## src/rtl/ipc_mbox_pkg.sv

```systemverilog
package ipc_mbox_pkg;

  typedef enum logic [1:0] {
    RK_NONE = 2'd0,
    RK_CMD  = 2'd1,
    RK_CLR  = 2'd2,
    RK_MSG  = 2'd3
  } reg_kind_e;

  // decoded register target of one port access
  typedef struct packed {
    reg_kind_e  kind;
    logic       dir;   // 0: inbound (to DSP), 1: outbound (to host)
    logic [2:0] idx;   // scratch word index
  } reg_sel_t;

  localparam int PORT_HOST = 0;
  localparam int PORT_DSP  = 1;

  function automatic int cmd_word(input int dir, input bit with_msg, input int msg_words);
    return with_msg ? dir * (msg_words + 2) : dir;
  endfunction

  function automatic int clr_word(input int dir, input bit with_msg, input int msg_words);
    return with_msg ? dir * (msg_words + 2) + 1 : 2 + dir;
  endfunction

  function automatic int msg_word(input int dir, input int i, input int msg_words);
    return dir * (msg_words + 2) + 2 + i;
  endfunction

endpackage

```

## src/rtl/ipc_addr_decode.sv

```systemverilog
module ipc_addr_decode
  import ipc_mbox_pkg::*;
#(
  parameter int ADDR_W    = 6,
  parameter bit WITH_MSG  = 1'b1,
  parameter int MSG_WORDS = 5
) (
  input  logic [ADDR_W-1:0] addr,
  output reg_sel_t          sel
);

  always_comb begin
    sel.kind = RK_NONE;
    sel.dir  = 1'b0;
    sel.idx  = '0;
    for (int d = 0; d < 2; d++) begin
      if (addr == ADDR_W'(cmd_word(d, WITH_MSG, MSG_WORDS))) begin
        sel.kind = RK_CMD;
        sel.dir  = 1'(d);
      end
      if (addr == ADDR_W'(clr_word(d, WITH_MSG, MSG_WORDS))) begin
        sel.kind = RK_CLR;
        sel.dir  = 1'(d);
      end
      if (WITH_MSG) begin
        for (int i = 0; i < MSG_WORDS; i++) begin
          if (addr == ADDR_W'(msg_word(d, i, MSG_WORDS))) begin
            sel.kind = RK_MSG;
            sel.dir  = 1'(d);
            sel.idx  = 3'(i);
          end
        end
      end
    end
  end

endmodule

```

## src/rtl/ipc_doorbell.sv

```systemverilog
module ipc_doorbell #(
  parameter int CMD_W = 5
) (
  input  logic                  clk,
  input  logic                  rst_n,
  input  logic [1:0]            wr,    // [0] host, [1] dsp command write
  input  logic [1:0][CMD_W-1:0] wval,
  input  logic [1:0]            clr,   // [0] host, [1] dsp clear write
  input  logic [1:0][CMD_W-1:0] cval,
  output logic [CMD_W-1:0]      cmd_q,
  output logic                  irq_q
);

  logic [CMD_W-1:0] clr_mask;
  logic [CMD_W-1:0] cmd_nxt;

  always_comb begin
    clr_mask = (clr[0] ? cval[0] : '0) | (clr[1] ? cval[1] : '0);
    // a command write overrides any clear: written ones survive
    if (wr[0])      cmd_nxt = wval[0];
    else if (wr[1]) cmd_nxt = wval[1];
    else            cmd_nxt = cmd_q & ~clr_mask;
  end

  always_ff @(posedge clk or negedge rst_n) begin
    if (!rst_n) begin
      cmd_q <= '0;
      irq_q <= 1'b0;
    end else begin
      cmd_q <= cmd_nxt;
      irq_q <= |cmd_nxt;
    end
  end

endmodule

```

## src/rtl/ipc_scratch_bank.sv

```systemverilog
module ipc_scratch_bank #(
  parameter int MSG_WORDS = 5,
  parameter int DATA_W    = 32
) (
  input  logic                                clk,
  input  logic                                rst_n,
  input  logic [MSG_WORDS-1:0]                we_host,
  input  logic [MSG_WORDS-1:0]                we_dsp,
  input  logic [DATA_W-1:0]                   wd_host,
  input  logic [DATA_W-1:0]                   wd_dsp,
  output logic [MSG_WORDS-1:0][DATA_W-1:0]    words
);

  for (genvar i = 0; i < MSG_WORDS; i++) begin : g_word
    always_ff @(posedge clk or negedge rst_n) begin
      if (!rst_n)          words[i] <= '0;
      else if (we_host[i]) words[i] <= wd_host;
      else if (we_dsp[i])  words[i] <= wd_dsp;
    end
  end

endmodule

```

## src/rtl/ipc_read_port.sv

```systemverilog
module ipc_read_port
  import ipc_mbox_pkg::*;
#(
  parameter int ADDR_W    = 6,
  parameter int DATA_W    = 32,
  parameter int CMD_W     = 5,
  parameter bit WITH_MSG  = 1'b1,
  parameter int MSG_WORDS = 5
) (
  input  logic                                   clk,
  input  logic                                   rst_n,
  input  logic                                   sel,
  input  logic                                   we,
  input  logic [ADDR_W-1:0]                      addr,
  input  logic [1:0][CMD_W-1:0]                  cmd,
  input  logic [1:0][MSG_WORDS-1:0][DATA_W-1:0]  msg,
  output reg_sel_t                               dec,
  output logic [DATA_W-1:0]                      rdata,
  output logic                                   rvalid
);

  logic [DATA_W-1:0] rd_val;
  logic              rd_req;

  ipc_addr_decode #(
    .ADDR_W   (ADDR_W),
    .WITH_MSG (WITH_MSG),
    .MSG_WORDS(MSG_WORDS)
  ) u_dec (
    .addr(addr),
    .sel (dec)
  );

  always_comb begin
    case (dec.kind)
      RK_CMD:  rd_val = DATA_W'(cmd[dec.dir]);
      RK_MSG:  rd_val = msg[dec.dir][dec.idx];
      default: rd_val = '0;
    endcase
  end

  assign rd_req = sel & ~we;

  always_ff @(posedge clk or negedge rst_n) begin
    if (!rst_n) begin
      rdata  <= '0;
      rvalid <= 1'b0;
    end else begin
      rvalid <= rd_req;
      rdata  <= rd_req ? rd_val : '0;
    end
  end

endmodule

```

## src/rtl/ipc_mbox_regs.sv

```systemverilog
module ipc_mbox_regs
  import ipc_mbox_pkg::*;
#(
  parameter int ADDR_W    = 6,
  parameter int DATA_W    = 32,
  parameter int CMD_W     = 5,
  parameter int MSG_WORDS = 5,
  parameter bit WITH_MSG  = 1'b1
) (
  input  logic              clk,
  input  logic              rst_n,
  input  logic              host_sel,
  input  logic              host_we,
  input  logic [ADDR_W-1:0] host_addr,
  input  logic [DATA_W-1:0] host_wdata,
  output logic [DATA_W-1:0] host_rdata,
  output logic              host_rvalid,
  input  logic              dsp_sel,
  input  logic              dsp_we,
  input  logic [ADDR_W-1:0] dsp_addr,
  input  logic [DATA_W-1:0] dsp_wdata,
  output logic [DATA_W-1:0] dsp_rdata,
  output logic              dsp_rvalid,
  output logic              irq_dsp,
  output logic              irq_host
);

  localparam int NPORT = 2;
  localparam int NDIR  = 2;

  logic [NPORT-1:0]              p_sel, p_we;
  logic [NPORT-1:0][ADDR_W-1:0]  p_addr;
  logic [NPORT-1:0][DATA_W-1:0]  p_wdata;
  reg_sel_t                      p_dec [NPORT];

  logic [NDIR-1:0][CMD_W-1:0]                  cmd_q;
  logic [NDIR-1:0]                             irq_q;
  logic [NDIR-1:0][MSG_WORDS-1:0][DATA_W-1:0]  msg_w;

  logic [CMD_W-1:0] in_cmd_w, out_cmd_w;

  assign p_sel   = {dsp_sel, host_sel};
  assign p_we    = {dsp_we, host_we};
  assign p_addr  = {dsp_addr, host_addr};
  assign p_wdata = {dsp_wdata, host_wdata};

  ipc_read_port #(
    .ADDR_W(ADDR_W), .DATA_W(DATA_W), .CMD_W(CMD_W),
    .WITH_MSG(WITH_MSG), .MSG_WORDS(MSG_WORDS)
  ) u_rp_host (
    .clk(clk), .rst_n(rst_n),
    .sel(host_sel), .we(host_we), .addr(host_addr),
    .cmd(cmd_q), .msg(msg_w),
    .dec(p_dec[PORT_HOST]), .rdata(host_rdata), .rvalid(host_rvalid)
  );

  ipc_read_port #(
    .ADDR_W(ADDR_W), .DATA_W(DATA_W), .CMD_W(CMD_W),
    .WITH_MSG(WITH_MSG), .MSG_WORDS(MSG_WORDS)
  ) u_rp_dsp (
    .clk(clk), .rst_n(rst_n),
    .sel(dsp_sel), .we(dsp_we), .addr(dsp_addr),
    .cmd(cmd_q), .msg(msg_w),
    .dec(p_dec[PORT_DSP]), .rdata(dsp_rdata), .rvalid(dsp_rvalid)
  );

  for (genvar d = 0; d < NDIR; d++) begin : g_dir
    logic [NPORT-1:0]            wr, clr;
    logic [NPORT-1:0][CMD_W-1:0] wv;

    always_comb begin
      for (int p = 0; p < NPORT; p++) begin
        wr[p]  = p_sel[p] & p_we[p] & (p_dec[p].kind == RK_CMD) & (p_dec[p].dir == 1'(d));
        clr[p] = p_sel[p] & p_we[p] & (p_dec[p].kind == RK_CLR) & (p_dec[p].dir == 1'(d));
        wv[p]  = p_wdata[p][CMD_W-1:0];
      end
    end

    ipc_doorbell #(.CMD_W(CMD_W)) u_db (
      .clk(clk), .rst_n(rst_n),
      .wr(wr), .wval(wv), .clr(clr), .cval(wv),
      .cmd_q(cmd_q[d]), .irq_q(irq_q[d])
    );

    if (WITH_MSG) begin : g_msg
      logic [MSG_WORDS-1:0] we_h, we_d;

      always_comb begin
        for (int i = 0; i < MSG_WORDS; i++) begin
          we_h[i] = host_sel & host_we & (p_dec[PORT_HOST].kind == RK_MSG) &
                    (p_dec[PORT_HOST].dir == 1'(d)) & (p_dec[PORT_HOST].idx == 3'(i));
          we_d[i] = dsp_sel & dsp_we & (p_dec[PORT_DSP].kind == RK_MSG) &
                    (p_dec[PORT_DSP].dir == 1'(d)) & (p_dec[PORT_DSP].idx == 3'(i));
        end
      end

      ipc_scratch_bank #(.MSG_WORDS(MSG_WORDS), .DATA_W(DATA_W)) u_bank (
        .clk(clk), .rst_n(rst_n),
        .we_host(we_h), .we_dsp(we_d),
        .wd_host(host_wdata), .wd_dsp(dsp_wdata),
        .words(msg_w[d])
      );
    end else begin : g_nomsg
      assign msg_w[d] = '0;
    end
  end

  assign in_cmd_w  = cmd_q[0];
  assign out_cmd_w = cmd_q[1];
  assign irq_dsp   = irq_q[0];
  assign irq_host  = irq_q[1];

endmodule

```

## config.mk

```make
export PLATFORM = sky130hd
export DESIGN_NAME = ipc_mbox_regs
export DESIGN_NICKNAME = d
export VERILOG_FILES = /design/src/rtl/ipc_mbox_pkg.sv /design/src/rtl/ipc_addr_decode.sv /design/src/rtl/ipc_doorbell.sv /design/src/rtl/ipc_scratch_bank.sv /design/src/rtl/ipc_read_port.sv /design/src/rtl/ipc_mbox_regs.sv
export SDC_FILE = /design/constraint.sdc
export NUM_CORES = 1
export LEC_CHECK = 0
export ABC_AREA = 1
export BUFFER_PORTS_ARGS = -buffer_cell sky130_fd_sc_hd__buf_2
export CELL_PAD_IN_SITES_DETAIL_PLACEMENT = 1
export CELL_PAD_IN_SITES_GLOBAL_PLACEMENT = 1
export CORE_MARGIN = 3
export CORE_UTILIZATION = 40
export CTS_BUF_LIST = sky130_fd_sc_hd__clkbuf_4
export DETAILED_ROUTE_END_ITERATION = 7
export PLACE_DENSITY_LB_ADDON = 0.08
export SYNTH_ARGS = -nofsm -noshare
export SYNTH_HDL_FRONTEND = slang
export SYNTH_SLANG_ARGS = --single-unit
```

## constraint.sdc

```tcl
create_clock -name clk -period 1.7 [get_ports clk]
set_input_delay 0.255 -clock clk [delete_from_list [all_inputs] [get_ports clk]]
set_output_delay 0.255 -clock clk [all_outputs]
set_load 0.01 [all_outputs]
```

# [Word-level counts from Yosys, hierarchy flattened]
# Cells that the tools add are included.
[totals] ff_bits=398 out_inout_bits=68 inputBits=82
[op_classes] reduce_logical=16 mux=72 magnitude_cmp=4 n_eq_ne=40 n_bitwise=52
[ops] cell="32-bit 2-to-1 mux" count=24
[ops] cell="160-bit 2-to-1 mux" count=4
[ops] cell="32-bit binary-select mux with 3-bit select" count=2
[ops] cell="32-bit case mux with 2 select lines" count=2
[ops] cell="6-bit 2-to-1 mux" count=20
[ops] cell="6-bit by 4-bit equality test with 1-bit output, second input constant" count=12
[ops] cell="5-bit 2-to-1 mux" count=12
[ops] cell="6-bit by 3-bit equality test with 1-bit output, second input constant" count=8
[ops] cell="1-bit AND" count=42
[ops] cell="6-bit by 2-bit equality test with 1-bit output, second input constant" count=4
[ops] cell="2-bit nonzero test" count=10
[ops] cell="3-bit 2-to-1 mux" count=6
[ops] cell="3-bit by 2-bit equality test with 1-bit output, second input constant" count=4
[ops] cell="6-bit by 1-bit equality test with 1-bit output, second input constant" count=2
[ops] cell="6-bit logical NOT" count=2
[ops] cell="5-bit AND" count=2
[ops] cell="5-bit inverter" count=2
[ops] cell="5-bit bitwise OR" count=2
[ops] cell="5-bit OR reduction" count=2
[ops] cell="2-bit equality test, second input constant" count=4
[ops] cell="3-bit by 4-bit < comparator with 1-bit output, second input constant" count=2
[ops] cell="3-bit by 1-bit equality test with 1-bit output, second input constant" count=2
[ops] cell="3-bit equality test, second input constant" count=2
[ops] cell="3-bit logical NOT" count=2
[ops] cell="other kinds (4)" count=10

# [Longest topological paths before layout]
[logic_depth] depth_word=25 ltp_mapped=17 mapped_depth_nobuf=16

# [Hierarchy]
# Synthesis repeated with hierarchy kept, for this count alone.
[unflattened] hier_cells=4332 area_unflattened_um2=26698.1
[modules_own_cells] module="ipc_scratch_bank" cells_per_inst=1200 area_per_inst_um2=8232.9 instances=2
[modules_own_cells] module="ipc_read_port" cells_per_inst=829 area_per_inst_um2=4384.2 instances=2
[modules_own_cells] module="ipc_doorbell" cells_per_inst=61 area_per_inst_um2=380.4 instances=2
[modules_own_cells] module="ipc_addr_decode" cells_per_inst=43 area_per_inst_um2=212.7 instances=2
[modules_own_cells] module="ipc_mbox_regs" cells_per_inst=66 area_per_inst_um2=277.8 instances=1

# [Worst setup path before layout]
# OpenSTA, ideal clock, no wires.
[synth_timing] path_kind="in2reg" start="input host_addr[5]" end="register g_dir[1].g_msg.u_bank.words[75] (netlist name)" slack_ns=-0.334 arrival_ns=1.891 t_required_ns=1.558 setup_time_ns=0.142 stages=13 cell_sequence="nor2_2 > buf_2 > nand3_1 > nand2_1 > nor2_1 > nand2_2 > inv_1 > nor3_4 > nand2_1 > clkbuf_1 > clkbuf_1 > nand3_1 > o221ai_1"
[synth_between] elab_chain_cells=20 elab_cells_between_ends=35 classes_between="15 x eq/ne; 15 x mux; 3 x bitwise; 2 x reduce/logical"
[synth_rtl] item="from (decl)" line="ipc_mbox_regs.sv:14" text="input logic [ADDR_W-1:0] host_addr,"
[synth_rtl] item="6-bit logical NOT" line="ipc_addr_decode.sv:17" text="if (addr == ADDR_W'(cmd_word(d, WITH_MSG, MSG_WORDS))) begin"
[synth_rtl] item="2-bit 2-to-1 mux" line="ipc_addr_decode.sv:17"
[synth_rtl] item="3-bit 2-to-1 mux" line="ipc_addr_decode.sv:21" text="if (addr == ADDR_W'(clr_word(d, WITH_MSG, MSG_WORDS))) begin"
[synth_rtl] item="6-bit 2-to-1 mux (5 in series)" line="ipc_addr_decode.sv:27" text="if (addr == ADDR_W'(msg_word(d, i, MSG_WORDS))) begin"
[synth_rtl] item="3-bit 2-to-1 mux" line="ipc_addr_decode.sv:17"
[synth_rtl] item="3-bit 2-to-1 mux" line="ipc_addr_decode.sv:21"
[synth_rtl] item="6-bit 2-to-1 mux (4 in series)" line="ipc_addr_decode.sv:27"
[synth_rtl] item="6-bit 2-to-1 mux *" line="ipc_addr_decode.sv:27"
[synth_rtl] item="2-bit equality test" line="ipc_mbox_regs.sv:90" text="we_h[i] = host_sel & host_we & (p_dec[PORT_HOST].kind == RK_MSG) &"
[synth_rtl] item="1-bit AND (2 in series)" line="ipc_mbox_regs.sv:90"
[synth_rtl] item="1-bit AND *" line="ipc_mbox_regs.sv:91" text="(p_dec[PORT_HOST].dir == 1'(d)) & (p_dec[PORT_HOST].idx == 3'(i));"
[synth_rtl] item="32-bit 2-to-1 mux / 2-bit nonzero test (equally long branches)"
[synth_rtl] item="to (signal, indexed assignment)" line="ipc_scratch_bank.sv:17" text="else if (we_host[i]) words[i] <= wd_host;"
[synth_rtl] item="to (signal, indexed assignment)" line="ipc_scratch_bank.sv:18" text="else if (we_dsp[i]) words[i] <= wd_dsp;"
[synth_rtl] item="to (decl)" line="ipc_scratch_bank.sv:11" text="output logic [MSG_WORDS-1:0][DATA_W-1:0] words"
# Every way passes the cells marked *; elsewhere a longest branch is shown, timed or not.
# A chain may end at the register's enable or synchronous reset.

# [Final worst setup path]
[layout_timing] start="register u_rp_host.rdata[20]" end="output host_rdata[20]"
[layout_lines] item="from (decl)" line="ipc_read_port.sv:18" text="output logic [DATA_W-1:0] rdata,"
[layout_lines] item="from (signal assigned)" line="ipc_read_port.sv:50" text="rdata <= rd_req ? rd_val : '0;"
[layout_lines] item="to (decl)" line="ipc_mbox_regs.sv:16" text="output logic [DATA_W-1:0] host_rdata,"
# No word-level cell between the ends.

==> metrics <==
clock latency on the worst-skew pair 0.93 ns; share of power burned in the clock network 38.8%; largest net degree at the start of global routing 64; switching share of power 32.2%; cells taking the most area after synthesis sky130_fd_sc_hd__dfrtp_1 43%, sky130_fd_sc_hd__nand2_1 13%, sky130_fd_sc_hd__nand3_1 10%, sky130_fd_sc_hd__o221ai_1 7.3%, sky130_fd_sc_hd__o211ai_1 6.1%; number of buffers and inverters on the critical path 1; Setup crit start u_rp_host.rdata[20]; placeable core region 57100 sq um; CP arrival around 1.5 ns; buffers from clock root to sink, at most 3; worst setup path class reg2out; Power per Cell Area 771 nW/um^2; reported leakage power 13.6 nW; post-synthesis xor/xnor area fraction 0%; CTS tree built; number of detailed-routing iterations run before antenna repair 5; Top Family by Delay on Critical Path flip-flops; detail-routed via count per cell roughly 6; drt initial violations 1886; area growth from synthesis to final layout 33.1%; sequential group share of total power between 40% and 50%; series of cell instances along the critical path buf_2; utilization after layout approximately 54%; proportion of synthesized area in mux cells 0%; grt ovf 0; dominant combinational cell family by area after synthesis simple AND/OR/NAND/NOR gates; most congested layer reported by global routing met2; Die ar. 61400 sq um; post-route worst setup slack -0.0543 ns; wirelength, routed 109000 um; total number of H-tree levels 3; Crit Path Max Fanout 1; met2 usage 58.7%; total power draw approximately 24 mW; Post-Place Worst Slack -0.775 ns; M1 GR Usage 45.9%; vertical extent of the die 248 um; count of final hold-check violations 0; first-pass GRT wire length 165000 um; Sequential Area 9960 sq um; slowest stage cell, crit path sky130_fd_sc_hd__dfrtp_1; Die Span X 248 um; sequential cell area fraction in the yosys report 42.6%; count of final setup violators 6; drt wl/cell roughly 25 um; startpoint kind of the worst setup timing path register; total number of clock tree sinks 398; fraction of final layout cells sized beyond drive strength 1 around a quarter; clock tree root driver cell sky130_fd_sc_hd__clkbuf_4; violations in the final reports setup timing; Detail Route Antenna Nets 0; compound-cell area share of the yosys netlist 20.7%; syn nets 3230; count of port buffers added during placement approximately 150; number of register bits inferred by synthesis 398; type of the most critical hold path in2async; dominant cell type by area after synthesis sky130_fd_sc_hd__dfrtp_1; fraction of the mapped netlist area in adder cells 0%; unrepaired setup endpoints after global routing true; fin nets about 3600; Combinational Power Share 18.0%; # Max-Cap Violations 0; number of remaining DRC errors 0; global-route met3 utilization 5.37%; worst hold slack after final layout around 0.067 ns; total vias in the final route 26539; GRT Util Overall 35.2%; post-detail-place hpwl roughly 72000 um; worst r2r path cells 9; shortest clock period the worst path allows after layout 1.75 ns; cell depth of the worst setup path 1; number of clock buffers inserted by TritonCTS between 100 and 150; Synth Instances 3148; transition time at the pin with the least slew margin 0.472 ns; top-level port count 150; endpoint class of the critical path output port; Worst IR Drop VDD 0.000521 V; Yosys Warn Count 0; effective utilization at floorplan roughly 41%; initial antenna violation count 1; max-slew violation total from the final report 0; status finished, violations left; Final GP Congestion 0.897; data required time at the worst endpoint 1.44 ns; sw power 7.71 mW; f_max between 500 and 600 MHz; count of unique library cells instantiated by Yosys 26; post-synthesis instance area 23400 sq um; row cnt 87; longest individual stage delay on the worst path roughly 0.42 ns; Period Utilization, post-route 103%; P_int 16.3 mW; worst clock skew slightly above 0.05 ns; via count of the first global-routing pass 27747; number of fill cells 6982; worst slew margin relative to its limit about two thirds; post-synth top area share 42.6%; clock-pin slew on the worst setup and hold paths 0.06 ns; average cell area after synthesis 7.43 sq um; basic-gate share of the synthesized area counting and, or, nand and nor cells between 20% and 30%; area of combinational cells with multiple inputs 12500 sq um; worst reg2reg startpoint g_dir[1].g_msg.u_bank.words[1]
-- state kept, by name (all words and copies together), names as in the netlist --
register                  count
u_rp_host.rdata              32
g_dir.u_db.irq_q              2
u_rp_dsp.rdata               32
u_rp_host.rvalid              1
u_rp_dsp.rvalid               1
g_dir.g_msg.u_bank.words    320
g_dir.u_db.cmd_q             10
-- cell type report --
cell class	count	share of cell area [%]
flip-flops and latches	398	32.0
repair buffers	538	16.3
inverters	317	3.82
well taps	756	3.04
diodes	1	0.00804
clock buffers	168	4.05
clock inverters	39	0.607
multi-input cells	2140	40.1
-- logic make-up after synthesis --
family                 after synthesis
flip-flops                         398
AND/OR/NAND/NOR                   1415
buffers and inverters              610
AO/OA/AOI/OAI                      725
-- cell usage in the layout, fill, tap and decap left out --
| cell | count |
|---|---|
| sky130_fd_sc_hd__a2111o_1 | 1 |
| sky130_fd_sc_hd__a21oi_1 | 129 |
| sky130_fd_sc_hd__and2_2 | 1 |
| sky130_fd_sc_hd__buf_12 | 92 |
| sky130_fd_sc_hd__buf_2 | 137 |
| sky130_fd_sc_hd__buf_4 | 225 |
| sky130_fd_sc_hd__buf_6 | 12 |
| sky130_fd_sc_hd__buf_8 | 1 |
| sky130_fd_sc_hd__bufinv_16 | 1 |
| sky130_fd_sc_hd__clkbuf_4 | 168 |
| sky130_fd_sc_hd__clkinv_1 | 62 |
| sky130_fd_sc_hd__clkinv_2 | 3 |
| sky130_fd_sc_hd__clkinv_4 | 1 |
| sky130_fd_sc_hd__clkinvlp_4 | 2 |
| sky130_fd_sc_hd__dfrtp_1 | 398 |
| sky130_fd_sc_hd__diode_2 | 1 |
| sky130_fd_sc_hd__dlygate4sd3_1 | 71 |
| sky130_fd_sc_hd__inv_1 | 267 |
| sky130_fd_sc_hd__inv_2 | 20 |
| sky130_fd_sc_hd__nand2_1 | 764 |
| sky130_fd_sc_hd__nand2_2 | 11 |
| sky130_fd_sc_hd__nand2_4 | 12 |
| sky130_fd_sc_hd__nand2_8 | 2 |
| sky130_fd_sc_hd__nand3_1 | 257 |
| sky130_fd_sc_hd__nand3_2 | 234 |
| sky130_fd_sc_hd__nand3b_1 | 1 |
| sky130_fd_sc_hd__nand4_1 | 68 |
| sky130_fd_sc_hd__nor2_1 | 35 |
| sky130_fd_sc_hd__nor2_2 | 9 |
| sky130_fd_sc_hd__nor2_4 | 14 |
| sky130_fd_sc_hd__nor3_1 | 2 |
| sky130_fd_sc_hd__nor3_2 | 2 |
| sky130_fd_sc_hd__nor3_4 | 3 |
| sky130_fd_sc_hd__o211ai_1 | 191 |
| sky130_fd_sc_hd__o21ai_0 | 207 |
| sky130_fd_sc_hd__o21ai_4 | 1 |
| sky130_fd_sc_hd__o221ai_1 | 192 |
| sky130_fd_sc_hd__o221ai_2 | 4 |
-- cell usage after synthesis (all sizes together) --
cell type,n
nand3,491
and2,1
dfrtp,398
nor3,7
nor2,58
o211ai,191
inv,286
o221ai,196
nand3b,1
buf,137
clkbuf,156
nand4,68
a21oi,129
clkinv,31
a2111o,1
o21ai,208
nand2,789
-- stage by stage --
stage                     instances  setup TNS [ns]  cell area [sq um]
after detailed placement       4069         -277.45              28800
after CTS                      4348           -1.92              31000
after global routing           4357           -1.21              31100
after global placement         4069         -232.42              28800
after floorplan                3148          -54.07              25400
final                          4357          -0.151              31100
-- timing repair --
action	CTS	global route
hold buffers	72	0
hold endpoints to repair	752	0
pin swaps	0	3
buffers inserted	0	8
resized for setup	3	22
setup endpoints to repair	57	80
-- tightest hold or removal path, delay by kind of cell --
family                 cells  cell delay, ns
buffers and inverters      3            1.09
-- routing by layer --
metal	share of wire (%)	vias to the layer above
met5	0.018	-
li1	-	11694
met3	6.7	303
met4	3.9	2
met1	42	13446
met2	48	1094
-- worst paths after layout --
path	end	slack, ns
setup / recovery	host_rdata[20]	-0.05
hold / removal	g_dir[1].g_msg.u_bank.words[9]	0.07
setup reg to reg	u_rp_host.rdata[1]	0.18
hold reg to reg	g_dir[0].g_msg.u_bank.words[80]	0.55
max in group asynchronous	u_rp_host.rdata[18]	1.21
min in group clk	g_dir[0].g_msg.u_bank.words[132]	0.11
-- power by group through the flow --
stage	clock (mW)	sequential [mW]	combinational [mW]
final	9.31	10.4	4.33
after CTS	9.46	10.3	4.27
after global routing	10.0	10.4	4.76
after floorplan	0	10.4	2.34
after detailed placement	0	10.5	4.10
after global placement	0	10.5	3.96
No activity file was read; power rests on OpenSTA's default activity.
